File: src/rtl/srb_pkg.sv
package srb_pkg;

  typedef logic [31:0] srb_word_t;

  // Controls carried by one register for the selected write scheme.
  function automatic int unsigned srb_ctrl_per_reg(input bit masked);
    return masked ? 32'd16 : 32'd32;
  endfunction

  // Masked update: lanes whose enable bit is set take the new data.
  function automatic logic [15:0] srb_masked_merge(input logic [15:0] cur,
                                                   input srb_word_t   word);
    logic [15:0] en;
    logic [15:0] val;
    en  = word[31:16];
    val = word[15:0];
    return (cur & ~en) | (val & en);
  endfunction

endpackage

File: src/rtl/srb_addr_decode.sv
module srb_addr_decode #(
  parameter int unsigned NUM_REGS = 4,
  parameter int unsigned ADDR_W   = 6,
  localparam int unsigned IDX_W   = ADDR_W - 2
) (
  input  logic [ADDR_W-1:0]   addr,
  input  logic                wr,
  output logic [IDX_W-1:0]    idx,
  output logic                in_range,
  output logic [NUM_REGS-1:0] wr_sel
);

  logic unused_byte_lane;
  assign unused_byte_lane = ^addr[1:0];

  assign idx      = addr[ADDR_W-1:2];
  assign in_range = (32'(idx) < NUM_REGS);

  for (genvar k = 0; k < NUM_REGS; k++) begin : g_sel
    assign wr_sel[k] = wr && in_range && (32'(idx) == k);
  end

endmodule

File: src/rtl/srb_reg_slice.sv
module srb_reg_slice
  import srb_pkg::*;
#(
  parameter bit MASKED_MODE = 1'b1,
  localparam int unsigned PER_REG = srb_ctrl_per_reg(MASKED_MODE),
  parameter logic [PER_REG-1:0] PRESET_VAL = '0
) (
  input  logic               clk,
  input  logic               rst,
  input  logic               we,
  input  srb_word_t          wdata,
  output logic [PER_REG-1:0] q
);

  logic [PER_REG-1:0] q_next;

  if (MASKED_MODE) begin : g_masked
    assign q_next = srb_masked_merge(q, wdata);
  end else begin : g_plain
    assign q_next = wdata;
  end

  always_ff @(posedge clk) begin
    if (rst) begin
      q <= PRESET_VAL;
    end else if (we) begin
      q <= q_next;
    end
  end

endmodule

File: src/rtl/srb_read_port.sv
module srb_read_port
  import srb_pkg::*;
#(
  parameter int unsigned NUM_REGS = 4,
  parameter int unsigned PER_REG  = 16,
  parameter int unsigned IDX_W    = 4,
  localparam int unsigned SLOTS   = 1 << IDX_W
) (
  input  logic                        clk,
  input  logic                        rst,
  input  logic                        rd,
  input  logic                        in_range,
  input  logic [IDX_W-1:0]            idx,
  input  logic [NUM_REGS*PER_REG-1:0] regs_flat,
  output srb_word_t                   rdata
);

  srb_word_t slot [SLOTS];

  for (genvar k = 0; k < SLOTS; k++) begin : g_slot
    if (k < NUM_REGS) begin : g_live
      assign slot[k] = 32'(regs_flat[k*PER_REG +: PER_REG]);
    end else begin : g_hole
      assign slot[k] = '0;
    end
  end

  always_ff @(posedge clk) begin
    if (rst) begin
      rdata <= '0;
    end else if (rd) begin
      rdata <= in_range ? slot[idx] : '0;
    end
  end

endmodule

File: src/rtl/soft_reset_bank.sv
module soft_reset_bank
  import srb_pkg::*;
#(
  parameter int unsigned NUM_REGS    = 4,
  parameter bit          MASKED_MODE = 1'b1,
  parameter int unsigned ADDR_W      = 6,
  parameter logic [NUM_REGS*32-1:0] PRESET = '0,
  localparam int unsigned PER_REG    = srb_ctrl_per_reg(MASKED_MODE),
  localparam int unsigned NUM_LINES  = NUM_REGS * PER_REG
) (
  input  logic                 clk,
  input  logic                 rst,
  input  logic [ADDR_W-1:0]    bus_addr,
  input  logic [31:0]          bus_wdata,
  input  logic                 bus_wr,
  input  logic                 bus_rd,
  output logic [31:0]          bus_rdata,
  output logic [NUM_LINES-1:0] rst_lines
);

  localparam int unsigned IDX_W = ADDR_W - 2;

  logic [IDX_W-1:0]    idx;
  logic                in_range;
  logic [NUM_REGS-1:0] wr_sel;

  srb_addr_decode #(
    .NUM_REGS (NUM_REGS),
    .ADDR_W   (ADDR_W)
  ) u_decode (
    .addr     (bus_addr),
    .wr       (bus_wr),
    .idx      (idx),
    .in_range (in_range),
    .wr_sel   (wr_sel)
  );

  for (genvar k = 0; k < NUM_REGS; k++) begin : g_reg
    srb_reg_slice #(
      .MASKED_MODE (MASKED_MODE),
      .PRESET_VAL  (PRESET[k*32 +: PER_REG])
    ) u_slice (
      .clk   (clk),
      .rst   (rst),
      .we    (wr_sel[k]),
      .wdata (bus_wdata),
      .q     (rst_lines[k*PER_REG +: PER_REG])
    );
  end

  srb_read_port #(
    .NUM_REGS (NUM_REGS),
    .PER_REG  (PER_REG),
    .IDX_W    (IDX_W)
  ) u_read (
    .clk       (clk),
    .rst       (rst),
    .rd        (bus_rd),
    .in_range  (in_range),
    .idx       (idx),
    .regs_flat (rst_lines),
    .rdata     (bus_rdata)
  );

endmodule

File: config.mk
export PLATFORM = sky130hd
export DESIGN_NAME = soft_reset_bank
export DESIGN_NICKNAME = d
export VERILOG_FILES = /design/src/rtl/srb_pkg.sv /design/src/rtl/srb_addr_decode.sv /design/src/rtl/srb_reg_slice.sv /design/src/rtl/srb_read_port.sv /design/src/rtl/soft_reset_bank.sv
export SDC_FILE = /design/constraint.sdc
export NUM_CORES = 1
export LEC_CHECK = 0
export ABC_CLOCK_PERIOD_IN_PS = 4900
export BUFFER_PORTS_ARGS = -buffer_cell sky130_fd_sc_hd__buf_4
export CAP_MARGIN = 25
export CORE_ASPECT_RATIO = 1.25
export CORE_MARGIN = 2
export CORE_UTILIZATION = 30
export CTS_CLUSTER_DIAMETER = 150
export DETAILED_ROUTE_END_ITERATION = 10
export RECOVER_POWER = 50
export SLEW_MARGIN = 10
export SYNTH_ARGS = -nofsm -noshare
export SYNTH_HDL_FRONTEND = slang
export SYNTH_HIERARCHICAL = 1
export SYNTH_SLANG_ARGS = --single-unit
File: constraint.sdc
create_clock -name clk -period 4.9 [get_ports clk]
set_clock_uncertainty 0.2 [all_clocks]
set_input_delay 0.735 -clock clk [delete_from_list [all_inputs] [get_ports clk]]
set_output_delay 0.735 -clock clk [all_outputs]
set_load 0.1 [all_outputs]
# Word-level counts from Yosys, hierarchy flattened

Index checks and enable logic that the tools add are counted.

Order comparisons: 2
Equal/unequal tests: 3
Muxes and demuxes: 4
Bitwise gates (word level): 11
Reductions and logical operators: 6

Operator list:

| cell                                                                         | count |
|---|---|
| 32-bit binary-select mux with 4-bit select                                   | 1 |
| 32-bit 2-to-1 mux                                                            | 3 |
| 16-bit bitwise AND                                                           | 5 |
| 16-bit bitwise OR                                                            | 4 |
| 16-bit inverter                                                              | 1 |
| 4-bit by 2-bit == test with 1-bit output, second input constant              | 2 |
| 5-bit greater-or-equal comparator, second input constant                     | 1 |
| 1-bit logical AND                                                            | 5 |
| 4-bit inverter with 5-bit output                                             | 1 |
| 4-bit by 1-bit == test with 1-bit output, second input constant              | 1 |
| 4-bit zero test                                                              | 1 |
| 4-bit by 3-bit less-than comparator with 1-bit output, second input constant | 1 |

Register bits after elaboration: 96
Input port bits: 42
Output and inout port bits: 96
Word-level logic and storage cells: 31

# Longest topological paths before layout

Depth in word-level cells: 5
Gate-level depth with buffers: 5
Gate-level depth less buffers: 4

# Modules after synthesis

Netlist, hierarchy kept.

Modules (own cells, without submodules):

| module          | times used | cells each | area each (um2) | seq. area each (um2) |
|---|---|---|---|---|
| srb_reg_slice   | 4          | 69         | 710.7           | 320.3 |
| srb_read_port   | 1          | 75         | 1062.3          | 320.3 |
| srb_addr_decode | 1          | 9          | 95.1            | 0.0 |

# Least setup slack after synthesis

No wires, ideal clock.

Path type: input to register
Start: input port bus_addr[2]
End: register u_read.rdata[10]
Setup time: 0.119 ns
Data arrival time: 1.815 ns
Required time: 4.581 ns
Setup slack: 2.766 ns
Cell stages on the path: 5
Path buffers: 3
Path through: buf_4 -> buf_6 -> buf_12 -> mux4_2 -> a32o_1

Longest elaborated chain between the ends: 5
Elaborated cells between the ends (all ways): 6
Those cells by class: order compare (1); mux (4); bitwise (1)

Ends and longest elaborated chain:

| what                                                   | RTL line              | RTL |
|---|---|---|
| from (decl)                                            | soft_reset_bank.sv:13 | `input logic [ADDR_W-1:0] bus_addr,` |
| 4-bit inverter with 5-bit output (implied by the code) | srb_read_port.sv:32   | `rdata <= in_range ? slot[idx] : '0;` |
| 32-bit binary-select mux with 4-bit select             | srb_read_port.sv:32   |  |
| 32-bit 2-to-1 mux (implied by the code) (2 in a row)   | srb_read_port.sv:32   |  |
| 32-bit 2-to-1 mux (*)                                  | srb_read_port.sv:32   |  |
| to (signal assigned)                                   | srb_read_port.sv:32   |  |
| to (decl)                                              | srb_read_port.sv:15   | `output srb_word_t rdata` |

Every way passes the cells marked *; elsewhere a longest branch is shown, timed or not. The select of a mux whose other input is x is not followed.
A chain may end at the register's enable or synchronous reset.

==> impl_metrics.csv <==
group,metric,value,unit
clock_tree,root_buffer,"clkbuf_16",
clock_tree,clockBufferDepth,2,
floorplanning,dieArea,14300,um^2
sta,fmax,317,MHz
global_routing,grt_overflow,0,
worst_setup_path,cp.required,4870,ps
yosys,synth_top_area_share,0.400,
clock_tree,clkSinkCount,80,
finish,layout.nets,505,
floorplanning,start_util,0.305,
worst_hold_path,worst_hold_path.num_cells,1,
placement,portBuffers,119,
floorplanning,die_w,107,um
sta,worstMarginPinSlew,1600,ps
power,p_leak,1.71,nW
worst_setup_path,r2r_slack,3450,ps
yosys,yosys-top-cells-area,"dfxtp_1 40%, a21bo_1 14%, nand3_1 8.0%",
sta,fin_crit_sh,0.644,
clock_tree,clkTransAtPathRegs,60,ps
routing,post-route-drc-count,0,
sta,rsz0062_at_grt,"no",
sta,hold_violations,0,
status,failed_checks,"capacitance limit, slew limit",
worst_hold_path,min_to,"u_read/rdata[12]$_SDFFE_PP0P_",
power,peakVddDrop,0.133,mV
yosys,synth-seq-cells,80,
routing,postRouteAntennaNets,0,
clock_tree,clk_latency,330,ps
global_routing,grt_pass1_vias,3229,
worst_setup_path,reg2reg_depth,2,
routing,vias,3273,
worst_setup_path,cp-start-kind,"primary input",
worst_setup_path,r2r_end,"u_read/rdata[15]$_SDFFE_PP0P_",
routing,drt_iter0_drc,85,
floorplanning,num_rows,47,
finish,stdcell_area,4820,um^2
status,status,"complete, but fails checks",
sta,setup_viol,0,
placement,gp_congestion,0.713,
worst_setup_path,crit_path_max_fanout,24,
power,cellPowerDensity,305,nW/um^2
power,power,1.47,mW
routing,drt-pass1-iter-count,4,
worst_setup_path,worstSetupPathType,"in2reg",
clock_tree,holdBufCountCts,0,
sta,relSlewSlack,-0.0677,
finish,final_cells,639,
yosys,syn-instance-count,360,
finish,final_util,0.368,
global_routing,grt_antenna_before_repair,0,
yosys,yosysTopAreaCell,"dfxtp_1",
sta,drv_slew,21,
job,drv_cap,1,
yosys,synth_area_per_cell,11.1,um^2
yosys,yosys_warnings,6,
floorplanning,core,13100,um^2
finish,n_antenna_cell,0,
finish,areaGrowthSynthToFinish,20.6,%
clock_tree,cts_inserted_buffers,9,
floorplanning,pin_count,138,
worst_setup_path,cp.arrival,3130,ps
routing,routed_wl,11.2,mm
sta,min_period,3160,ps
worst_setup_path,end_kind,"flip-flop",
yosys,ys_types,22,
global_routing,track_usage,0.155,
clock_tree,htreeDepth,3,
worst_hold_path,min_from,"u_read/rdata[12]$_SDFFE_PP0P_",
placement,dp_cells,623,
routing,wl_per_cell,17.5,um
floorplanning,die_h,133,um
global_routing,grt_max_degree,67,
placement,dp_hpwl,7.42,mm
global_routing,grt_first_pass_wirelength,17.1,mm
clock_tree,post_cts_buffers,0,
sta,tns,0,ps
finish,drive_gt1_frac,0.241,
yosys,seq_area_frac_synth,0.400,
routing,viasPerCell,5.12,
yosys,syn_area,4000,um^2
clock_tree,ctsResizeCount,0,
placement,place_area,4850,um^2
clock_tree,cts_tree,"done",
worst_hold_path,hold_path.class,"reg2reg",
-- report_power, final --
group,internal (mW),switching [mW]
Combinational,0.0380,0.144
Clock,0.358,0.274
Sequential,0.654,0.00295
-- synthesized netlist by cell type --
cell / number
nor2_4: 1
nand3_1: 64
dfxtp_1: 80
conb_1: 1
a21oi_2: 28
buf_4: 20
buf_6: 13
mux4_1: 6
buf_12: 1
nor4bb_4: 1
and4_1: 1
nor2_1: 1
a21bo_2: 8
buf_2: 6
nor4b_2: 1
clkbuf_1: 4
a32o_1: 16
mux4_2: 10
a21oi_1: 36
clkbuf_2: 4
a21bo_1: 56
and4b_1: 2
-- stage by stage --
stage               setup WS [ps]  hold slack [ps]
global placement             1870              251
floorplan                    2770              682
finish                       1740              263
detailed placement           2160              255
CTS                          2520              270
global route                 1450              279
-- layout make-up --
cell class | count | area (um^2)
clock buffer | 10 | 239
clock inverter | 6 | 42.5
fill | 1401 | 8290
multi-input combinational | 247 | 2070
sequential | 80 | 1600
tap | 171 | 214
timing repair buffer | 125 | 661
-- metal layers --
metal	part of all wire	global-route usage
met1	0.43	0.190
met2	0.50	0.264
met3	0.059	0.0401
met4	0.013	0.0483
met5	0	0
-- worst max path at each step --
stage / startpoint / cells past startpoint / to
after floorplan: bus_addr[2] / 5 / u_read/rdata[10]$_SDFFE_PP0P_
after global routing: bus_addr[2] / 5 / flip-flop
after CTS: bus_addr[3] / 5 / flip-flop
after detailed placement: bus_addr[3] / 5 / flip-flop
after global placement: bus_addr[2] / 5 / flip-flop
final: bus_addr[2] / 5 / flip-flop
-- critical path: stages --
cell and delay [ps]:
clkbuf_1 1130, and4_1 630, buf_4 390, a21bo_1 160, a21oi_1 70
-- kinds of logic after synthesis --
kind of cell | count (synthesis) | synth area share
muxes | 16 | 0.0957
AOI/OAI and AO/OA | 144 | 0.307
other | 1 | 0.000937
and+or+nand+nor | 71 | 0.101
buffers and inverters | 48 | 0.0954
DFF | 80 | 0.400
-- placed cells by master (no fill, tap or decap), drive strengths merged, types with 2 or more instances in the layout --
master    instances
conb             16
buf              49
and4b             2
nor2              2
a32o             16
clkinv            3
nand3            64
clkbuf           86
a21oi            64
clkinvlp          2
a21bo            64
mux4             16
dfxtp            80
Note: power is estimated with default switching activity, not from simulation.
